`src/rtl/tlb_pkg.sv`:
```
package tlb_pkg;

    typedef enum logic {
        REPL_FIFO   = 1'b0,
        REPL_RANDOM = 1'b1
    } repl_e;

    typedef struct packed {
        logic rd;
        logic wr;
        logic dirty;
        logic user;
    } perm_t;

    localparam logic [15:0] LFSR_SEED = 16'hACE1;

endpackage

```
`src/rtl/tlb_cam.sv`:
```
module tlb_cam #(
    parameter int N     = 32,
    parameter int KEY_W = 20,
    localparam int IDX_W = $clog2(N)
) (
    input  logic [N-1:0]            valid,
    input  logic [N-1:0][KEY_W-1:0] keys,
    input  logic [KEY_W-1:0]        key,
    output logic                    any,
    output logic [IDX_W-1:0]        idx
);

    logic [N-1:0] match;

    for (genvar i = 0; i < N; i++) begin : g_cmp
        assign match[i] = valid[i] && (keys[i] == key);
    end

    assign any = |match;

    always_comb begin
        idx = '0;
        for (int i = N - 1; i >= 0; i--) begin
            if (match[i]) idx = IDX_W'(i);
        end
    end

endmodule

```
`src/rtl/tlb_perm.sv`:
```
module tlb_perm
    import tlb_pkg::*;
(
    input  perm_t perm,
    input  logic  is_write,
    input  logic  is_user,
    output logic  fault
);

    logic kind_bad;
    logic mode_bad;

    always_comb begin
        if (is_write) kind_bad = !perm.wr || !perm.dirty;
        else          kind_bad = !perm.rd;
        mode_bad = is_user && !perm.user;
        fault    = kind_bad || mode_bad;
    end

endmodule

```
`src/rtl/tlb_victim.sv`:
```
module tlb_victim #(
    parameter int N = 32,
    localparam int IDX_W = $clog2(N)
) (
    input  logic [N-1:0]     valid,
    input  logic [IDX_W-1:0] repl_idx,
    output logic [IDX_W-1:0] victim
);

    logic             have_free;
    logic [IDX_W-1:0] free_idx;

    always_comb begin
        have_free = 1'b0;
        free_idx  = '0;
        for (int i = N - 1; i >= 0; i--) begin
            if (!valid[i]) begin
                have_free = 1'b1;
                free_idx  = IDX_W'(i);
            end
        end
        victim = have_free ? free_idx : repl_idx;
    end

endmodule

```
`src/rtl/tlb_assoc.sv`:
```
module tlb_assoc
    import tlb_pkg::*;
#(
    parameter int    VA_W    = 32,
    parameter int    OFF_W   = 12,
    parameter int    PPN_W   = 20,
    parameter int    ENTRIES = 32,
    parameter repl_e REPL    = REPL_FIFO,
    localparam int   VPN_W   = VA_W - OFF_W,
    localparam int   PA_W    = PPN_W + OFF_W,
    localparam int   IDX_W   = $clog2(ENTRIES)
) (
    input  logic             clk,
    input  logic             rst_n,
    input  logic             flush_i,
    input  logic             req_valid_i,
    input  logic [VA_W-1:0]  req_vaddr_i,
    input  logic             req_write_i,
    input  logic             req_user_i,
    input  logic             fill_valid_i,
    input  logic [VPN_W-1:0] fill_vpn_i,
    input  logic [PPN_W-1:0] fill_ppn_i,
    input  logic             fill_read_i,
    input  logic             fill_write_i,
    input  logic             fill_dirty_i,
    input  logic             fill_user_i,
    output logic             rsp_valid_o,
    output logic             rsp_hit_o,
    output logic             rsp_miss_o,
    output logic             rsp_fault_o,
    output logic [PA_W-1:0]  rsp_paddr_o
);

    typedef struct packed {
        logic [ENTRIES-1:0]            vld;
        perm_t [ENTRIES-1:0]           perm;
        logic [ENTRIES-1:0][VPN_W-1:0] tag;
        logic [ENTRIES-1:0][PPN_W-1:0] ppn;
        logic [IDX_W-1:0]              ptr;
        logic [15:0]                   lfsr;
        logic                          rsp_v;
        logic                          rsp_h;
        logic                          rsp_m;
        logic                          rsp_f;
        logic [PA_W-1:0]               rsp_pa;
    } state_t;

    state_t state_d, state_q;

    logic [VPN_W-1:0] req_vpn;
    logic             lk_any, fl_any, lk_fault;
    logic [IDX_W-1:0] lk_idx, fl_idx, vic_idx, repl_idx, wr_idx;

    assign req_vpn = req_vaddr_i[VA_W-1:OFF_W];

    tlb_cam #(.N(ENTRIES), .KEY_W(VPN_W)) u_cam_lookup (
        .valid (state_q.vld),
        .keys  (state_q.tag),
        .key   (req_vpn),
        .any   (lk_any),
        .idx   (lk_idx)
    );

    tlb_cam #(.N(ENTRIES), .KEY_W(VPN_W)) u_cam_fill (
        .valid (state_q.vld),
        .keys  (state_q.tag),
        .key   (fill_vpn_i),
        .any   (fl_any),
        .idx   (fl_idx)
    );

    tlb_perm u_perm (
        .perm     (state_q.perm[lk_idx]),
        .is_write (req_write_i),
        .is_user  (req_user_i),
        .fault    (lk_fault)
    );

    if (REPL == REPL_RANDOM) begin : g_rand
        assign repl_idx = state_q.lfsr[IDX_W-1:0];
    end else begin : g_fifo
        assign repl_idx = state_q.ptr;
    end

    tlb_victim #(.N(ENTRIES)) u_victim (
        .valid    (state_q.vld),
        .repl_idx (repl_idx),
        .victim   (vic_idx)
    );

    assign wr_idx = fl_any ? fl_idx : vic_idx;

    always_comb begin
        state_d = state_q;
        state_d.lfsr = {state_q.lfsr[14:0],
                        state_q.lfsr[15] ^ state_q.lfsr[13] ^
                        state_q.lfsr[12] ^ state_q.lfsr[10]};

        state_d.rsp_v  = req_valid_i;
        state_d.rsp_h  = 1'b0;
        state_d.rsp_m  = 1'b0;
        state_d.rsp_f  = 1'b0;
        state_d.rsp_pa = '0;
        if (req_valid_i) begin
            if (!lk_any) begin
                state_d.rsp_m = 1'b1;
            end else if (lk_fault) begin
                state_d.rsp_f = 1'b1;
            end else begin
                state_d.rsp_h  = 1'b1;
                state_d.rsp_pa = {state_q.ppn[lk_idx], req_vaddr_i[OFF_W-1:0]};
            end
        end

        if (flush_i) begin
            state_d.vld = '0;
            state_d.ptr = '0;
        end else if (fill_valid_i) begin
            if (!fl_any) state_d.ptr = state_q.ptr + 1'b1;
            state_d.vld[wr_idx]        = 1'b1;
            state_d.tag[wr_idx]        = fill_vpn_i;
            state_d.ppn[wr_idx]        = fill_ppn_i;
            state_d.perm[wr_idx].rd    = fill_read_i;
            state_d.perm[wr_idx].wr    = fill_write_i;
            state_d.perm[wr_idx].dirty = fill_dirty_i;
            state_d.perm[wr_idx].user  = fill_user_i;
        end
    end

    always_ff @(posedge clk) begin
        if (!rst_n) begin
            state_q      <= '0;
            state_q.lfsr <= LFSR_SEED;
        end else begin
            state_q <= state_d;
        end
    end

    assign rsp_valid_o = state_q.rsp_v;
    assign rsp_hit_o   = state_q.rsp_h;
    assign rsp_miss_o  = state_q.rsp_m;
    assign rsp_fault_o = state_q.rsp_f;
    assign rsp_paddr_o = state_q.rsp_pa;

endmodule

```
`config.mk`:
```
export PLATFORM = sky130hd
export DESIGN_NAME = tlb_assoc
export DESIGN_NICKNAME = d
export VERILOG_FILES = /design/src/rtl/tlb_pkg.sv /design/src/rtl/tlb_cam.sv /design/src/rtl/tlb_perm.sv /design/src/rtl/tlb_victim.sv /design/src/rtl/tlb_assoc.sv
export SDC_FILE = /design/constraint.sdc
export NUM_CORES = 2
export LEC_CHECK = 0
export BUFFER_PORTS_ARGS = -buffer_cell sky130_fd_sc_hd__buf_2
export CAP_MARGIN = 25
export CORE_MARGIN = 8
export CORE_UTILIZATION = 60
export CTS_CLUSTER_DIAMETER = 200
export DETAILED_ROUTE_END_ITERATION = 8
export PLACE_DENSITY = 0.76
export SETUP_SLACK_MARGIN = 0.02
export SYNTH_ARGS = -nofsm -noshare
export SYNTH_HDL_FRONTEND = slang
export SYNTH_SLANG_ARGS = --single-unit
```
`constraint.sdc`:
```
create_clock -name clk -period 12.3 [get_ports clk]
set_input_delay 1.23 -clock clk [delete_from_list [all_inputs] [get_ports clk]]
set_output_delay 1.23 -clock clk [all_outputs]
set_load 0.01 [all_outputs]
```
---- Word level (Yosys, flattened, before mapping) ----
Cells that the tools add are included.
storage, ports and cells
  bits in registers ....................... 1481
  input bits .............................. 83
  output and inout port bits .............. 36
  word-level logic and storage cells ...... 509
cells by class
  add/sub/neg operators ................... 1
  magnitude comparators ................... 3
  equality and inequality tests ........... 64
  multiplexer cells ....................... 156
  bitwise logic cells ..................... 6
  reductions and logical operators ........ 80
operator list
  cell                 number
  $bwmux 640           2
  $eq 20x20->1         64
  $bwmux 128           4
  $mux 5               98
  $bmux 20 s5          1
  $demux 20 s5         1
  $demux 4 s5          4
  $logic_and 1x1->1    66
  $reduce_or 32->1     2
  $mux 20              2
  $mux 1               38
  $or 32x32->32        1
  $bmux 4 s5           1
  $lt 5x6->1 const B   2
  $mux 4               2
  $reduce_and 2->1     3
  $add 5x1->5 const B  1
  $demux 1 s5          1
  $ge 5x1->1 const B   1
  $not 1->1            5
  $logic_not 1->1      4
  $reduce_or 4->1      1
  $mux 3               1
  $reduce_and 3->1     1
  other kinds (3)      4

---- Longest topological paths before layout ----
  word-level depth ........................ 43
  mapped depth ............................ 23
  depth with buffers taken out ............ 15

---- Modules after synthesis ----
A second synthesis with hierarchy kept.
second synthesis, totals
  cell total of the unflattened synthesis .. 9366
  area, all modules ....................... 82470.3 um^2
modules (own cells, without submodules)
  module      times used  cells each  area each (um^2)  seq. area each (um^2)
  tlb_assoc   1           7254        65648.0           29648.4
  tlb_cam     2           1016        8189.1            0.0
  tlb_victim  1           76          422.9             0.0
  tlb_perm    1           4           21.3              0.0

---- Least setup slack after synthesis ----
OpenSTA, ideal clock, no wires.
  kind .................................... in2reg
  from .................................... in fill_vpn_i[5]
  to ...................................... reg state_q[1447] (netlist name)
  library setup time ...................... 72 ps
  data arrival time ....................... 4767 ps
  required time ........................... 12228 ps
  slack ................................... 7461 ps
  stages on the path ...................... 20
  buffers on the path ..................... 5
  cell sequence ........................... clkbuf_1 -> buf_4 -> buf_2 -> xnor2_1 -> nand2_1 -> or3b_1 -> nor4_1 -> nand4_1 -> nand4_1 -> nor2_1 -> nand2_1 -> nor2_1 -> nand2_1 -> o21ai_1 -> or2_2 -> nor2_1 -> and3_1 -> buf_2 -> buf_4 -> mux2i_1
on the way
  word-level cells in the longest chain between the ends .. 42
ends and longest elaborated chain
  item                                                                   line              RTL
  from (decl)                                                            tlb_assoc.sv:21   input logic [VPN_W-1:0] fill_vpn_i,
  $eq 20x20->1                                                           tlb_cam.sv:16     assign match[i] = valid[i] && (keys[i] == key);
  $logic_and 1x1->1                                                      tlb_cam.sv:16
  $mux 5 (32 in a row)                                                   tlb_cam.sv:24     if (match[i]) idx = IDX_W'(i);
  $mux 5 (*)                                                             tlb_assoc.sv:91   assign wr_idx = fl_any ? fl_idx : vic_idx;
  $lt 5x6->1 (implied by the code) / $ge 5x1->1 (equally long branches)  tlb_assoc.sv:124  state_d.perm[wr_idx].wr = fill_write_i;
  $logic_and 1x1->1 (implied by the code)                                tlb_assoc.sv:124
  $mux 3 (implied by the code)                                           tlb_assoc.sv:124
  $demux 4 s5                                                            tlb_assoc.sv:124
  $bwmux 128                                                             tlb_assoc.sv:124
  $bwmux 128                                                             tlb_assoc.sv:125  state_d.perm[wr_idx].dirty = fill_dirty_i;
  $bwmux 128 (*)                                                         tlb_assoc.sv:126  state_d.perm[wr_idx].user = fill_user_i;
  to (signal assigned)                                                   tlb_assoc.sv:135  state_q <= state_d;
  to (decl)                                                              tlb_assoc.sv:48   state_t state_d, state_q;
Mark *: on every way between the ends. The rest lies on a longest branch, timed or not.
A chain may end at the register's enable or synchronous reset.

---- Worst setup path in the final report ----
  from .................................... in req_vaddr_i[29]
  to ...................................... reg state_q (netlist bit rsp_paddr_o[23])
on the way
  word-level cells in the longest chain between the ends .. 41
ends and longest elaborated chain
  item                          line             RTL
  from (decl)                   tlb_assoc.sv:17  input logic [VA_W-1:0] req_vaddr_i,
  $eq 20x20->1                  tlb_cam.sv:16
  $logic_and 1x1->1             tlb_cam.sv:16
  $mux 5 (32 in a row)          tlb_cam.sv:24
  $bmux 4 s5                    tlb_assoc.sv:73  .perm (state_q.perm[lk_idx]),
  $mux 4 (implied by the code)  tlb_assoc.sv:73
  $logic_not 1->1               tlb_perm.sv:14   if (is_write) kind_bad = !perm.wr || !perm.dirty;
  $logic_or 1x1->1              tlb_perm.sv:14
  $mux 1                        tlb_perm.sv:14
  $logic_or 1x1->1              tlb_perm.sv:17   fault = kind_bad || mode_bad;
  $reduce_or 4->1 (no line)     -
Parallel ways exist; a longest one is shown, timed or not. The select of a mux whose other input is x is not followed.

==> qor.txt <==
storage element area - 0.0296 mm²
nature of the critical path endpoint - flop
CP Max Fanout - 79
crit-path cells - buf_2 -> buf_4 -> xnor2_2 -> nand4_1 -> nor4_1 -> nand2_1 -> a311o_1 -> a311oi_1 -> o221ai_2 -> or2_4 -> buf_4 -> buf_4 -> mux2_2 -> o21ai_0 -> o21ai_1 -> a22o_1 -> o21ai_0 -> a21oi_2
FF+latch count, synth - 1481
final hold violation count - 0
Post-DP HPWL - 178 mm
initial core utilization - 0.605
DIE HEIGHT - 383 µm
Site Rows - 134
Max clock buf depth - 3
port bufs - 118
drt drc - 1
layout filler cell count - 10800
Async SR Flop Fraction - 0
I/O pin total - 119
final setup violation count - 0
antenna viol nets, final - 0
Setup TNS - 0 ps
Crit-path slowest cell - a311oi_1
Final Wtd Congestion - 1.02
design area - 0.0873 mm²
syn_area_per_cell - 8.78 µm²
largest net degree at the start of global routing - 238
Worst-Skew Late Latency - 810 ps
gr usage total - 0.394
failing checks - design-rule violations
First DRT Iteration DRCs - 9869
Clock Skews - 40.0 ps
Final Power - 10.9 mW
peak supply drop - 0.000123 V
Min Hold Slack - 454 ps
Mapped Nets - 9291
Critical Path RT - 12960 ps
Hold WC Path Type - flop to flop
Yosys cell types - 97
synthesized cell area - 0.0808 mm²
status - finished, violations left
layout cells sized above 1 - 0.0820
final clock period utilization by the worst path - 0.648
clk sink count - 1481
vias per inst - 6.61
Clk pin slew, worst setup/hold paths - 60 ps
Vias - 70800
Critical Path AT - 8630 ps
Synth Warn # - 0
ys flop type - dfxtp_1
Resized cells post-CTS - 0
first-pass GRT wire length - 442 mm
number of global-route vias before repair - 67400
DRT Wirelength - 304 mm
slew margin rel. - 0.216
Layout area overhead - 8.02%
placed inst area - 0.0813 mm²
DIE WIDTH - 383 µm
Max-Cap Viols - 0
RSZ-0062 raised after global routing - no
final slew viol count - 0
count of hold-fix buffers inserted at cts - 0
Max Freq - 126 MHz
number of synthesized flops with an enable pin - 0
htree depth - 4
P per Cell Area - 125 mW/mm²
Post-Syn Instances - 9207
Tmin final - 7970 ps
final std cells w/o fill - 10700
Least-Margin Pin Slew - 1160 ps
FF-to-FF setup slack - 5600 ps
global route total overflow - 0
placed cell count - 10400
Lkg Pwr - 33.7 nW
CTS tree - yes
startpoint types - input port
WL/cell - 28.4 µm
DIE AREA - 0.147 mm²
cts bufs inserted - 160
antenna violations before repair - 2
Crit Path Class - input port to flop
multi-input logic area - 0.0473 mm²
Post-CTS Setup Inserts - 0
Final nets - 8898
CP dominant cell by count - buf_4
core area - 0.134 mm²
clk root buf - clkbuf_16
sequential fraction of the synthesis area - 0.367
Initial DRT Pass Iterations - 9
CP max stage delay - 880 ps
## sequential cells by signal, summed over array words and instances, names as in the netlist
signal / flops
rsp_miss_o: 1
rsp_paddr_o: 32
repl_idx: 5
state_q: 1440
rsp_fault_o: 1
rsp_valid_o: 1
rsp_hit_o: 1
## synthesized netlist by cell type, drive strengths merged, types with 5 or more instances
cell	count	area, µm²
nand2	1994	7480
mux2i	1552	15500
dfxtp	1481	29600
xnor2	858	7560
nand3	535	2680
buf	428	2790
xor2	423	3700
clkbuf	393	1480
nand4	359	2250
nor4	217	1360
o21ai	193	970
nor2	156	596
a21oi	86	543
mux2	47	529
nor3	47	252
nand4b	43	377
and3	36	225
nor4b	34	298
or2	30	188
nor3b	24	180
or3b	22	193
a22o	20	175
and4	20	175
inv	18	67.6
o211ai	17	133
a31oi	16	100
nand2b	12	75.1
or4	12	93.8
nor2b	11	68.8
a211oi	10	80.1
and2	9	56.3
or3	9	56.3
a2111oi	7	87.6
a21boi	7	52.6
a311oi	6	52.6
nor4bb	6	60.1
nand3b	5	37.5
## final cells by class
class | count | area share
clock inverters | 68 | 0.0111
well taps | 1768 | 0.0253
multi-input cells | 6887 | 0.542
flip-flops and latches | 1481 | 0.340
diodes | 2 | 0.0000573
inverters | 18 | 0.000774
repair buffers | 266 | 0.0262
clock buffers | 231 | 0.0549
## cell families (layout without fill, tap and decap cells)
| group | count (synthesis) | count (layout) | synth area share |
|---|---|---|---|
| simple gates | 3592 | 3592 | 0.208 |
| mux | 1600 | 1600 | 0.199 |
| flops | 1481 | 1481 | 0.367 |
| xor+xnor | 1281 | 1281 | 0.139 |
| buf+inv | 839 | 583 | 0.0536 |
| compound gates | 413 | 413 | 0.0329 |
| fa+ha+maj | 1 | 1 | 0.000155 |
| other cells | 0 | 2 | 0 |
## cells in the final DEF (no fill, tap or decap), drive strengths merged, types with 22 or more instances in the layout
cell / netlist / routed
nor3b: 24 / 24
nand4: 359 / 359
inv: 18 / 26
mux2: 47 / 47
or2: 30 / 30
nor4: 217 / 217
nor3: 47 / 47
xnor2: 858 / 858
mux2i: 1552 / 1552
clkinv: 0 / 35
buf: 428 / 265
dfxtp: 1481 / 1481
a21oi: 86 / 86
and3: 36 / 36
o21ai: 193 / 193
nor2: 156 / 156
nand2: 1994 / 1994
xor2: 423 / 423
clkbuf: 393 / 232
nand3: 535 / 535
or3b: 22 / 22
nand4b: 43 / 43
nor4b: 34 / 34
## power breakdown
group / switching [mW] / internal [mW] / leakage (nW)
logic: 0.641 / 0.225 / 18.9
registers: 0.00886 / 4.81 / 11.9
clock network: 2.15 / 3.09 / 2.83
## worst max-delay path, delay by kind of cell
kind | cells | cell delay (ps)
compound gates | 8 | 2740
buf+inv | 4 | 2270
simple gates | 4 | 1680
mux | 1 | 340
xor+xnor | 1 | 190
## path summary, 6_finish.rpt
kind                              startpoint                          to  cells after the start
setup / recovery             req_vaddr_i[29]  rsp_paddr_o[23]$_SDFF_PP0_                     18
hold / removal    state_q[1381]$_SDFFE_PN0P_  state_q[1381]$_SDFFE_PN0P_                      2
setup reg to reg  state_q[1256]$_SDFFE_PN0P_  rsp_paddr_o[23]$_SDFF_PP0_                     16
hold reg to reg   state_q[1381]$_SDFFE_PN0P_  state_q[1381]$_SDFFE_PN0P_                      2
## routing by layer
layer	routed length [µm]	global-route usage	share of wire
met4	20000	0.211	0.066
met5	126	0	0.00041
met1	119000	0.526	0.39
met3	36500	0.0865	0.12
met2	128000	0.594	0.42
## metrics by stage
| stage | setup slack, ps | utilization |
|---|---|---|
| final | 4330 | 0.653 |
| after global routing | 4490 | 0.653 |
| after CTS | 4900 | 0.651 |
| after detailed placement | 4050 | 0.608 |
| after global placement | 4060 | 0.605 |
| after floorplan | 7460 | - |
(Power assumes the default switching activity.)
